### config.mk
export PLATFORM = sky130hd
export DESIGN_NAME = isqrt_shift_add
export DESIGN_NICKNAME = d
export VERILOG_FILES = /design/src/rtl/isqrt_pkg.sv /design/src/rtl/isqrt_weight_shreg.sv /design/src/rtl/isqrt_step_counter.sv /design/src/rtl/isqrt_ctrl.sv /design/src/rtl/isqrt_datapath.sv /design/src/rtl/isqrt_shift_add.sv
export SDC_FILE = /design/constraint.sdc
export NUM_CORES = 1
export LEC_CHECK = 0
export BUFFER_PORTS_ARGS = -buffer_cell sky130_fd_sc_hd__buf_2
export CAP_MARGIN = 20
export CORE_MARGIN = 1
export CORE_UTILIZATION = 57
export CTS_CLUSTER_DIAMETER = 50
export CTS_CLUSTER_SIZE = 16
export DETAILED_ROUTE_END_ITERATION = 12
export PLACE_DENSITY = 0.8
export SYNTH_ARGS = -nofsm -noshare
export SYNTH_HDL_FRONTEND = slang
export SYNTH_SLANG_ARGS = --single-unit
### constraint.sdc
create_clock -name clk -period 12 [get_ports clk]
set_input_delay 1.8 -clock clk [delete_from_list [all_inputs] [get_ports clk]]
set_output_delay 1.8 -clock clk [all_outputs]
set_load 0.02 [all_outputs]
### src/rtl/isqrt_pkg.sv
package isqrt_pkg;
  typedef enum logic [0:0] {
    ST_IDLE = 1'b0,
    ST_RUN  = 1'b1
  } isqrt_state_e;

  function automatic int idx_width(input int steps);
    return (steps > 1) ? $clog2(steps) : 1;
  endfunction
endpackage

### src/rtl/isqrt_weight_shreg.sv
module isqrt_weight_shreg #(
  parameter int M = 4
) (
  input  logic         clk,
  input  logic         rst,
  input  logic         load_i,
  input  logic         step_i,
  output logic [M-1:0] weight_o
);
  localparam logic [M-1:0] TOP_ONE = {1'b1, {(M-1){1'b0}}};

  logic [M-1:0] w_q;

  always_ff @(posedge clk) begin
    if (rst)         w_q <= '0;
    else if (load_i) w_q <= TOP_ONE;
    else if (step_i) w_q <= {1'b0, w_q[M-1:1]};
  end

  assign weight_o = w_q;

  // the trial-bit register is one-hot or empty at all times
  p_weight_onehot_r9: assert property (@(posedge clk) disable iff (rst)
    $onehot0(w_q));

  // a load leaves a single 1 in the top position
  p_weight_load_r9: assert property (@(posedge clk) disable iff (rst)
    load_i |=> (w_q == TOP_ONE));
endmodule

### src/rtl/isqrt_step_counter.sv
module isqrt_step_counter #(
  parameter int M  = 4,
  parameter int CW = 2
) (
  input  logic          clk,
  input  logic          rst,
  input  logic          load_i,
  input  logic          step_i,
  output logic [CW-1:0] idx_o,
  output logic          last_o
);
  localparam logic [CW-1:0] IDX_TOP = CW'(M - 1);

  logic [CW-1:0] idx_q;

  always_ff @(posedge clk) begin
    if (rst)                           idx_q <= '0;
    else if (load_i)                   idx_q <= IDX_TOP;
    else if (step_i && idx_q != '0)    idx_q <= idx_q - 1'b1;
  end

  assign idx_o  = idx_q;
  assign last_o = (idx_q == '0);

  // while counting, the index moves down by exactly one per step
  p_idx_down_r3: assert property (@(posedge clk) disable iff (rst)
    (step_i && !load_i && idx_q != '0) |=> (idx_q == $past(idx_q) - 1'b1));
endmodule

### src/rtl/isqrt_ctrl.sv
module isqrt_ctrl
  import isqrt_pkg::*;
(
  input  logic clk,
  input  logic rst,
  input  logic in_valid_i,
  input  logic last_i,
  output logic load_o,
  output logic step_o,
  output logic finish_o,
  output logic out_valid_o
);
  isqrt_state_e st_q, st_d;
  logic         vld_q;

  always_comb begin
    st_d = st_q;
    case (st_q)
      ST_IDLE: if (in_valid_i) st_d = ST_RUN;
      ST_RUN:  if (last_i)     st_d = ST_IDLE;
      default: st_d = ST_IDLE;
    endcase
  end

  assign load_o   = (st_q == ST_IDLE) && in_valid_i;
  assign step_o   = (st_q == ST_RUN);
  assign finish_o = step_o && last_i;

  always_ff @(posedge clk) begin
    if (rst) begin
      st_q  <= ST_IDLE;
      vld_q <= 1'b0;
    end else begin
      st_q  <= st_d;
      vld_q <= finish_o;
    end
  end

  assign out_valid_o = vld_q;

  // the completion flag is a single-cycle pulse
  p_valid_pulse_r3: assert property (@(posedge clk) disable iff (rst)
    vld_q |=> !vld_q);

  // the final step is followed by the completion flag
  p_finish_flag_r3: assert property (@(posedge clk) disable iff (rst)
    finish_o |=> vld_q);

  // no load is taken while a computation runs
  p_no_load_busy_r5: assert property (@(posedge clk) disable iff (rst)
    step_o |-> !load_o);
endmodule

### src/rtl/isqrt_datapath.sv
module isqrt_datapath #(
  parameter int N  = 8,
  parameter int M  = 4,
  parameter int CW = 2
) (
  input  logic          clk,
  input  logic          rst,
  input  logic          load_i,
  input  logic          step_i,
  input  logic          finish_i,
  input  logic [N-1:0]  operand_i,
  input  logic [M-1:0]  weight_i,
  input  logic [CW-1:0] idx_i,
  output logic [M-1:0]  root_o
);
  localparam int W2 = 2 * M;
  localparam int PRE_SHIFT = W2 - N;

  logic [W2-1:0] x_ext, x_q, ysq_q, y_wide, term_y, term_sq, trial;
  logic [M-1:0]  y_q, y_next, root_q;
  logic [CW:0]   sh_y, sh_sq;
  logic          take;

  generate
    if (PRE_SHIFT == 0) begin : g_no_pre
      assign x_ext = operand_i;
    end else begin : g_pre
      assign x_ext = {{PRE_SHIFT{1'b0}}, operand_i} << PRE_SHIFT;
    end
  endgenerate

  assign y_wide  = {{M{1'b0}}, y_q};
  assign sh_y    = {1'b0, idx_i} + {{CW{1'b0}}, 1'b1};
  assign sh_sq   = {idx_i, 1'b0};
  assign term_y  = y_wide << sh_y;
  assign term_sq = {{(W2-1){1'b0}}, 1'b1} << sh_sq;
  assign trial   = ysq_q + term_y + term_sq;
  assign take    = (trial <= x_q);
  assign y_next  = take ? (y_q | weight_i) : y_q;

  always_ff @(posedge clk) begin
    if (rst) begin
      x_q    <= '0;
      y_q    <= '0;
      ysq_q  <= '0;
      root_q <= '0;
    end else begin
      if (load_i) begin
        x_q   <= x_ext;
        y_q   <= '0;
        ysq_q <= '0;
      end else if (step_i && take) begin
        y_q   <= y_next;
        ysq_q <= trial;
      end
      if (finish_i) root_q <= y_next;
    end
  end

  assign root_o = root_q;

  // the running square never passes the shifted operand
  p_sq_bounded_r2: assert property (@(posedge clk) disable iff (rst)
    ysq_q <= x_q);

  // the running square only grows during a computation
  p_sq_grows_r2: assert property (@(posedge clk) disable iff (rst)
    (step_i && !load_i) |=> (ysq_q >= $past(ysq_q)));

  // the root changes only on the cycle after a final step
  p_root_hold_r4: assert property (@(posedge clk) disable iff (rst)
    !finish_i |=> $stable(root_q));
endmodule

### src/rtl/isqrt_shift_add.sv
module isqrt_shift_add #(
  parameter int N = 8,
  parameter int M = N / 2
) (
  input  logic         clk,
  input  logic         rst,
  input  logic         in_valid,
  input  logic [N-1:0] operand,
  output logic [M-1:0] root,
  output logic         out_valid
);
  localparam int CW = isqrt_pkg::idx_width(M);

  logic          load, step, finish, last;
  logic [M-1:0]  weight;
  logic [CW-1:0] idx;

  isqrt_ctrl u_ctrl (
    .clk(clk), .rst(rst), .in_valid_i(in_valid), .last_i(last),
    .load_o(load), .step_o(step), .finish_o(finish), .out_valid_o(out_valid)
  );

  isqrt_step_counter #(.M(M), .CW(CW)) u_cnt (
    .clk(clk), .rst(rst), .load_i(load), .step_i(step),
    .idx_o(idx), .last_o(last)
  );

  isqrt_weight_shreg #(.M(M)) u_wt (
    .clk(clk), .rst(rst), .load_i(load), .step_i(step), .weight_o(weight)
  );

  isqrt_datapath #(.N(N), .M(M), .CW(CW)) u_dp (
    .clk(clk), .rst(rst), .load_i(load), .step_i(step), .finish_i(finish),
    .operand_i(operand), .weight_i(weight), .idx_i(idx), .root_o(root)
  );

  // the trial bit always sits at the position named by the counter
  p_weight_matches_idx_r9: assert property (@(posedge clk) disable iff (rst)
    step |-> (weight == (M'(1) << idx)));
endmodule

* Yosys cells after proc, flatten, opt, wreduce, memory -nomap -nowiden
Cells that the tools add are included.
** Word-level totals
- Register bits after elaboration :: 32
- Latch bits :: 0
- RAM bits :: 0
- Memory bits (read-only) :: 0
- Input bits :: 11
- Output and inout port bits :: 5
- Logic and storage cells :: 35
- Memories kept :: 0
** Cells by class
- Add/subtract/negate cells :: 4
- Multipliers :: 0
- Divide/modulo/power cells :: 0
- $lt $le $gt $ge :: 1
- Equal/unequal tests :: 0
- Shifts and indexed selects :: 2
- Multiplexer cells :: 8
- Bitwise logic cells :: 2
- Reductions and logical operators :: 9
** Operators with widths (number)
- $add A8 B8 Y8 :: 2
- $mux W4 :: 3
- $le A8 B8 Y1 :: 1
- $shl A1 B3 Y8 const A :: 1
- $shl A4 B3 Y8 :: 1
- $reduce_bool A2 Y1 :: 3
- $logic_and A1 B1 Y1 :: 4
- $mux W2 :: 2
- $or A4 B4 Y4 :: 1
- $add A2 B1 Y3 const B :: 1
- $logic_not A2 Y1 :: 1
- $mux W1 :: 2
- $pmux W1 S2 :: 1
- $reduce_or A2 Y1 :: 1
- $sub A2 B1 Y2 const B :: 1
- $not A1 Y1 :: 1

* Depth between registers and ports, before layout
Gate-level depths: netlist of the first run.
- Depth after elaboration :: 6
- Gate-level depth with buffers :: 24
- Mapped depth without buffers :: 21

* Cells and area by module
From an unflattened synthesis of the first run, not the netlist that was laid out.
** Unflattened totals
- Cells, all modules :: 224
- Area, all modules :: 2037.0 um^2
** Modules (own cells, without submodules)
- isqrt_datapath :: instances 1, cells an instance 192, area an instance 1704.1 um^2, seq. area each 480.5 um^2
- isqrt_weight_shreg :: instances 1, cells an instance 13, area an instance 140.1 um^2, seq. area each 80.1 um^2
- isqrt_step_counter :: instances 1, cells an instance 12, area an instance 115.1 um^2, seq. area each 40.0 um^2
- isqrt_ctrl :: instances 1, cells an instance 7, area an instance 77.6 um^2, seq. area each 40.0 um^2

* Least setup slack after synthesis of the first run
OpenSTA, ideal clock, no wires.
- Path kind :: register to register
- Start :: register u_cnt.idx_q[0] (netlist: u_cnt.idx_o[0])
- End :: register u_dp.ysq_q[5]
- Setup time :: 0.126 ns
- Arrival time :: 4.661 ns
- Data required time :: 11.874 ns
- Setup slack :: 7.213 ns
- Cell stages (with the launch flop) :: 24
- Path buffers :: 2
- Clock period less this slack :: 4.787 ns
- Cells stage by stage :: dfxtp_1 > clkbuf_1 > inv_1 > ha_1 > mux2_2 > a21oi_1 > nor2_1 > fa_1 > inv_1 > fa_1 > nor2b_1 > o31ai_1 > a21oi_1 > nor3b_1 > nand2b_1 > xnor2_1 > ha_1 > a21oi_1 > o21ai_0 > a21o_1 > a21boi_4 > buf_6 > mux2i_1 > nor2_2
** On the way
- Cells in the longest elaborated chain, start to end :: 6
- Elaborated cells between the ends (all ways) :: 7
- Those cells by class :: 3 x add/sub; 1 x order compare; 2 x shift; 1 x reduce/logical
** RTL lines
- from (decl) :: RTL line isqrt_step_counter.sv:14 : logic [CW-1:0] idx_q;
- from (signal assigned) :: RTL line isqrt_step_counter.sv:19 : else if (step_i && idx_q != '0) idx_q <= idx_q - 1'b1;
- $add A2 B1 Y3 :: RTL line isqrt_datapath.sv:33 : assign sh_y = {1'b0, idx_i} + {{CW{1'b0}}, 1'b1};
- $shl A4 B3 Y8 :: RTL line isqrt_datapath.sv:35 : assign term_y = y_wide << sh_y;
- $add A8 B8 Y8 :: RTL line isqrt_datapath.sv:37 : assign trial = ysq_q + term_y + term_sq;
- $add A8 B8 Y8 * :: RTL line isqrt_datapath.sv:37
- named net u_dp.trial[7] :: RTL line isqrt_datapath.sv:19 : logic [W2-1:0] x_ext, x_q, ysq_q, y_wide, term_y, term_sq, trial;
- $le A8 B8 Y1 * :: RTL line isqrt_datapath.sv:38 : assign take = (trial <= x_q);
- $logic_and A1 B1 Y1 * :: RTL line isqrt_datapath.sv:52 : end else if (step_i && take) begin
- to (signal assigned) :: RTL line isqrt_datapath.sv:54 : ysq_q <= trial;
- to (decl) :: RTL line isqrt_datapath.sv:19
The timed path passes the listed nets; every way through them passes the cells marked *.
A chain may end at the register's enable or synchronous reset.

* Worst setup path in the final report of the first run
Same ends and word-level chain as after synthesis.

==> impl_metrics.py, run 1 <==
metrics = {
    "timing": {
        "slew_violations": 0,
        "period_needed_ns": 5.68,
        "rsz0062_at_grt": "false",
        "clock_skew_ns": 0.0113,
        "setup_viol": 0,
        "maxSlewHeadroom_pct": 57.8,
        "maxClockFrequency_ghz": 0.176,
        "hold_ws_ns": 0.459,
        "tightest_slew_ns": 0.632,
        "tns_ns": 0,
        "final_hold_viol_count": 0,
        "finalCritPeriodShare_pct": 47.4,
    },
    "layout": {
        "fin_nets": 289,
        "area_growth_pct": 7.51,
        "layout_common_cells": "32 x dfxtp_1, 25 x nand2_1, 24 x a21oi_1",
        "fin_util_pct": 65.0,
        "drive_gt1_share_pct": 11.1,
        "final_common_cell": "dfxtp_1",
        "n_antenna_cell": 0,
    },
    "clocking": {
        "clk_pin_slew_ns": 0.10,
        "clockRootBuffer": "clkbuf_4",
        "clockBufferDepth": 2,
        "cts_tree": "built",
        "postCtsSetupBuffers": 0,
        "clk_latency_ns": 0.32,
        "cts_hold_buf": 0,
        "htree_levels": 2,
        "cts.sinks": 32,
        "cts_resized": 0,
        "numCtsBuffers": 5,
    },
    "synth": {
        "ys_types": 40,
        "ys_seq_area_share_pct": 31.5,
        "syn_area_per_cell_um2": 8.36,
        "netlist_area_um2": 2030,
        "yosysTopAreaCell": "dfxtp_1",
        "ys_seq_elements": 32,
        "syn_inst": 243,
        "yosys.area.top_type_share_pct": 31.5,
        "yosys_warnings": 0,
        "synth.net_count": 280,
        "yosys-top-cells-area": "dfxtp_1 32%, ha_1 14%, a21oi_1 5.9%",
    },
    "worst_setup_path": {
        "timing.rr.start": "u_cnt.idx_o[0]",
        "worst_setup_path_start_kind": "flip-flop",
        "critPathKind": "flip-flop to flip-flop",
        "cp.arrival_ns": 5.89,
        "cp.required_ns": 12.21,
        "cp-end-kind": "flip-flop",
        "critPathLaunch": "u_cnt.idx_o[0]",
        "crit_fanout": 20,
    },
    "power": {
        "p_per_area_nw_per_um2": 123,
        "intPower_mw": 0.185,
        "switching_power_mw": 0.0834,
        "ir_drop_mv": 0.134,
        "comb_power_share_pct": 26.7,
        "sw_frac_of_total_pct": 31.1,
        "finalPower_mw": 0.268,
        "sequentialPowerShare_pct": 44.1,
        "p_clk_share_pct": 29.2,
        "power.leakage_nw": 0.953,
    },
    "floorplan": {
        "row_count": 21,
        "die_w_um": 61.7,
        "start_util_pct": 60.4,
        "io_pins": 16,
        "core_area_um2": 3360,
        "die_area_um2": 3810,
        "die_h_um": 61.7,
    },
    "placed_design": {
        "io_buffers": 15,
        "dp_hpwl_um": 2930,
        "place.gp.congestion": 0.873,
    },
    "grt": {
        "grt_util_met1_pct": 31.7,
        "use_met3_pct": 4.14,
        "gr-usage-all-layers_pct": 23.6,
        "grt_pass1_wl_um": 6500,
        "antenna_found_initial": 0,
        "grt_use_met2_pct": 35.8,
        "grt_max_degree": 21,
        "first_global_vias": 1437,
        "grt_overflow": 0,
        "top_usage_layer": "met2",
    },
    "route": {
        "vias_per_cell": 5.48,
        "drc": 0,
        "routed-via-count": 1639,
        "dr.pass1.iters": 4,
        "totalWireLength_um": 3920,
        "dr.first_iter.drc_count": 48,
        "wl_per_cell_um": 13.1,
        "antenna_left": 0,
    },
    "status": {
        "status": "finished, final reports clean",
    },
    "hold_path": {
        "worstHoldPathType": "flip-flop to flip-flop",
        "hold_path_startpoint": "u_dp.x_q[6]",
    },
    "flow_run": {
        "maxCapViolations": 0,
    },
}
## through the flow
stage / worst slack [ns] / instances / area, um2
3_3_place_gp: 6.52 / 291 / 2110
6_report: 6.32 / 299 / 2180
3_5_place_dp: 6.35 / 291 / 2110
4_1_cts: 6.32 / 299 / 2180
5_1_grt: 5.76 / 299 / 2180
2_1_floorplan: 7.21 / 243 / 2030
## registers in the layout, indices dropped and copies added, names as in the netlist
signal and count:
u_dp.x_q 8, u_dp.ysq_q 8, u_dp.root_o 4, u_dp.y_q 4
u_wt.weight_o 4, u_cnt.idx_o 2, u_ctrl.out_valid_o 1, u_ctrl.step_o 1
## cell families after synthesis
| logic type | after synthesis | share of synthesized area, % |
|---|---|---|
| AOI/OAI and AO/OA | 60 | 19.3 |
| xor gates and xnor gates | 5 | 2.16 |
| adders and majority gates | 26 | 17.1 |
| buffers and inverters | 30 | 5.91 |
| DFF | 32 | 31.5 |
| muxes | 13 | 6.53 |
| and+or+nand+nor | 77 | 17.4 |
## final cells by class
| class | count | area [um2] |
|---|---|---|
| tap | 46 | 57.6 |
| fill | 296 | 1180 |
| timing repair buffer | 15 | 75.1 |
| inverter | 17 | 63.8 |
| sequential | 32 | 641 |
| clock buffer | 6 | 41.3 |
| clock inverter | 2 | 35.0 |
| multi-input combinational | 181 | 1270 |
## power groups by stage
stage / clock network (mW) / logic [mW] / registers (mW)
2_1_floorplan: 0 / 0.0592 / 0.118
3_3_place_gp: 0 / 0.0694 / 0.121
3_5_place_dp: 0 / 0.0709 / 0.121
4_1_cts: 0.0807 / 0.0720 / 0.118
5_1_grt: 0.0854 / 0.0814 / 0.119
6_report: 0.0783 / 0.0716 / 0.118
## synth_stat cells
cell type,n
a21boi_4,1
clkbuf_1,11
ha_1,23
a31oi_1,3
or2_1,1
or3_1,1
nor2_1,23
a221o_1,1
nand3_1,1
xor2_1,1
o21ai_0,6
inv_1,17
nor3_1,8
a21boi_0,3
nor2b_1,3
nand2b_1,7
o221ai_1,1
nor3b_1,1
dfxtp_1,32
a21oi_1,24
a41o_1,1
nor2_2,2
and3_1,2
mux2_2,2
o21a_1,2
a21o_1,3
a211oi_1,8
xnor2_1,4
o31ai_1,1
nand2_1,25
buf_1,1
o21bai_1,2
nand3b_1,2
fa_1,3
a211oi_2,1
o22ai_1,2
a31o_1,1
mux2i_1,11
buf_6,1
nand4_1,1
## path summary, 6_finish.rpt
kind	slack, ns	end	cells after the start
worst max-delay path	6.32	u_dp.ysq_q[5]	21
worst min-delay path	0.46	u_dp.x_q[6]	2
worst max register to register	6.32	u_dp.ysq_q[5]	21
worst min register to register	0.46	u_dp.x_q[6]	2
## per-layer routing
layer,part of all wire (%),vias to the layer above
li1,-,857
met1,48,736
met3,3.1,12
met4,3.6,0
met2,45,34
met5,0,-
## critical path: stages (launching register included)
cell      delay, ns
dfxtp_1        0.73
inv_1          0.22
ha_1           0.62
mux2_2         0.42
a21oi_1        0.15
nor2_1         0.06
fa_1           0.52
inv_1          0.06
fa_1           0.46
nor2b_1        0.17
o31ai_1        0.10
a21oi_1        0.14
nor3b_1        0.21
nand2b_1       0.15
xnor2_1        0.13
ha_1           0.26
a21oi_1        0.15
o21ai_0        0.09
a21o_1         0.19
a21boi_4       0.42
mux2i_1        0.27
nor2_2         0.04
Power figures use the tool's default switching activity.
==> run 2, diff against run 1 <==
- CORE_UTILIZATION: 57 -> 54
- clock period: 12 -> 5.2 ns (I/O delays scaled with it)
==> run 2 against run 1 <==
Net effect:
- die area rose by 5.4%
- worst setup slack worse by 5.9 ns
- register-to-register slack got worse by 5.9 ns
- global-route usage up 0.41 points
- highest routed layer unchanged
- final area is 4.8% higher
- utilization grew 1.1 points
- power grew to 2.7 times the previous value
- maximum frequency grew 18%
- via count is 3.6% higher
==> impl_metrics.py, run 2 (synthesis gave the netlist of run 1 again) <==
metrics = {
    "worst_setup_path": {
        "cp.arrival_ns": 4.97,
        "crit_fanout": 12,
        "cp_slowest_stage_delay_ns": 0.52,
        "worst_setup_path_start_kind": "flip-flop",
        "crit_chain": "inv_1 > ha_1 > mux2_2 > a21oi_1 > nor2_1 > fa_1 > inv_1 > fa_1 > nor2b_1 > o31ai_1 > a21oi_1 > nor3b_2 > nand2b_1 > xnor2_1 > ha_1 > a21oi_1 > o21ai_0 > a21o_1 > a21boi_4 > buf_12 > mux2i_1 > nor2_1",
        "cp.required_ns": 5.36,
        "timing.rr.start": "u_cnt.idx_o[1]",
        "crit_top_cell": "a21oi_1",
        "r2r_slack_ns": 0.39,
        "r2r-end": "u_dp.ysq_q[3]",
        "reg2regPathDepth": 22,
        "critPathKind": "flip-flop to flip-flop",
        "cp-end-kind": "flip-flop",
        "slowest_stage": "fa_1",
    },
    "floorplan": {
        "die_h_um": 63.3,
        "io_pins": 16,
        "core_area_um2": 3470,
        "die_area_um2": 4010,
        "start_util_pct": 58.6,
        "row_count": 21,
        "die_w_um": 63.3,
    },
    "timing": {
        "finalCritPeriodShare_pct": 92.5,
        "slew_violations": 0,
        "tightest_slew_ns": 0.649,
        "clock_skew_ns": 0.0106,
        "maxClockFrequency_ghz": 0.208,
        "rsz0062_at_grt": "false",
        "setup_viol": 0,
        "final_hold_viol_count": 0,
        "maxSlewHeadroom_pct": 56.7,
        "tns_ns": 0,
        "period_needed_ns": 4.81,
    },
    "clocking": {
        "clk_latency_ns": 0.29,
        "cts.sinks": 32,
        "clk_pin_slew_ns": 0.06,
        "numCtsBuffers": 5,
        "clockBufferDepth": 2,
        "clockRootBuffer": "clkbuf_8",
        "cts_hold_buf": 0,
        "htree_levels": 2,
        "cts_tree": "built",
    },
    "hold_path": {
        "worstHoldPathType": "flip-flop to flip-flop",
        "min_path_cells": 2,
        "hold_path_startpoint": "u_dp.x_q[3]",
        "hold_end": "u_dp.x_q[3]",
    },
    "route": {
        "wl_per_cell_um": 14.0,
        "totalWireLength_um": 4270,
        "vias_per_cell": 5.59,
        "dr.first_iter.drc_count": 136,
        "routed-via-count": 1698,
        "antenna_left": 0,
        "dr.pass1.iters": 4,
        "drc": 0,
    },
    "layout": {
        "n_antenna_cell": 0,
        "reg_top3": "u_dp.x_q x8, u_dp.ysq_q x8",
        "fin_cells": 304,
        "n_fill_cell": 294,
        "layout_common_cells": "32 x dfxtp_1, 25 x nand2_1, 24 x a21oi_1",
        "area_growth_pct": 12.7,
        "final_common_cell": "dfxtp_1",
        "fin_nets": 294,
        "drive_gt1_share_pct": 13.6,
    },
    "power": {
        "power.leakage_nw": 1.00,
        "p_clk_share_pct": 36.4,
        "sequentialPowerShare_pct": 37.8,
        "p_per_area_nw_per_um2": 311,
        "switching_power_mw": 0.208,
        "intPower_mw": 0.505,
        "comb_power_share_pct": 25.9,
        "sw_frac_of_total_pct": 29.1,
        "ir_drop_mv": 0.238,
    },
    "placed_design": {
        "io_buffers": 15,
        "place.gp.congestion": 0.915,
        "dp_hpwl_um": 2990,
        "dp_cells": 294,
    },
    "flow_run": {
        "maxCapViolations": 0,
    },
    "grt": {
        "antenna_found_initial": 0,
        "grt_max_degree": 21,
        "grt_pass1_wl_um": 7530,
        "gr-usage-all-layers_pct": 24.0,
        "first_global_vias": 1654,
        "grt_overflow": 0,
    },
    "status": {
        "status": "finished, final reports clean",
    },
}
[run 2: cell count changes in the layout (fill, tap and decap cells not counted)]
| cell | change |
|---|---|
| clkbuf_8 | +7 |
| clkbuf_4 | -5 |
| clkinv_2 | -1 |
| clkbuf_1 | -1 |
| buf_4 | +4 |
| nor3b_2 | +1 |
| nor3b_1 | -1 |
| buf_12 | +1 |
[run 2: final cells by class]
class                   count  area, um2  area share (%)
multi-input cells         181       1280            55.7
clock buffers               7       96.3            4.21
inverters                  17       63.8            2.79
clock inverters             1       30.0            1.31
well taps                  46       57.6            2.51
flip-flops and latches     32        641            28.0
repair buffers             20        125            5.46
[run 2: power by group through the flow]
stage               combinational [mW]  clock (mW)  sequential (mW)
finish                           0.184       0.259            0.269
global route                     0.205       0.276            0.271
CTS                              0.175       0.263            0.269
detailed placement               0.172           0            0.274
global placement                 0.170           0            0.274
floorplan                        0.137           0            0.273
[run 2: per-stage QoR]
stage | hold WS (ns) | area (um2) | worst slack (ns) | total power, mW | util (%)
6_report | 0.454 | 2290 | 0.388 | 0.712 | 66.0
5_1_grt | 0.484 | 2290 | 0.0318 | 0.752 | 66.0
4_1_cts | 0.455 | 2260 | 0.269 | 0.707 | 65.1
3_5_place_dp | 0.447 | 2130 | 0.239 | 0.446 | 61.4
3_3_place_gp | 0.444 | 2130 | 0.534 | 0.444 | 61.4
2_1_floorplan | 0.436 | 2030 | 0.413 | 0.410 | -
[run 2: worst max-delay path by stage]
| stage | from | to | slack, ns |
|---|---|---|---|
| after floorplan | u_cnt.idx_o[0] | u_dp.ysq_q[5] | 0.41 |
| after global placement | u_cnt.idx_o[0] | u_dp.ysq_q[7] | 0.53 |
| after detailed placement | u_cnt.idx_o[1] | u_dp.ysq_q[3] | 0.24 |
| after CTS | u_cnt.idx_o[1] | u_dp.ysq_q[1] | 0.27 |
| after global routing | u_cnt.idx_o[1] | u_dp.ysq_q[3] | 0.03 |
| final | u_cnt.idx_o[1] | u_dp.ysq_q[3] | 0.39 |
[run 2: critical path, delay by kind of cell (launching register included)]
kind / cells / cell delay [ns]
fa+ha+maj: 4 / 1.56
simple gates: 5 / 0.64
buf+inv: 3 / 0.31
compound gates: 7 / 1.10
flops: 1 / 0.38
mux: 2 / 0.57
xor+xnor: 1 / 0.12
[run 2: repair_timing]
| action | in CTS | in global routing |
|---|---|---|
| setup buffers | 0 | 2 |
| endpoints found under the hold margin | 0 | 0 |
| gates resized for setup | 0 | 1 |
| endpoints found under the setup margin | 0 | 12 |
[run 2: per-layer routing]
layer | share of wire [%] | vias to the layer above | global-route usage (%)
met4 | 1.6 | 0 | 10.2
li1 | - | 870 | -
met1 | 48 | 777 | 32.3
met2 | 47 | 44 | 37.0
met5 | 0 | - | 0
met3 | 4.1 | 7 | 4.89
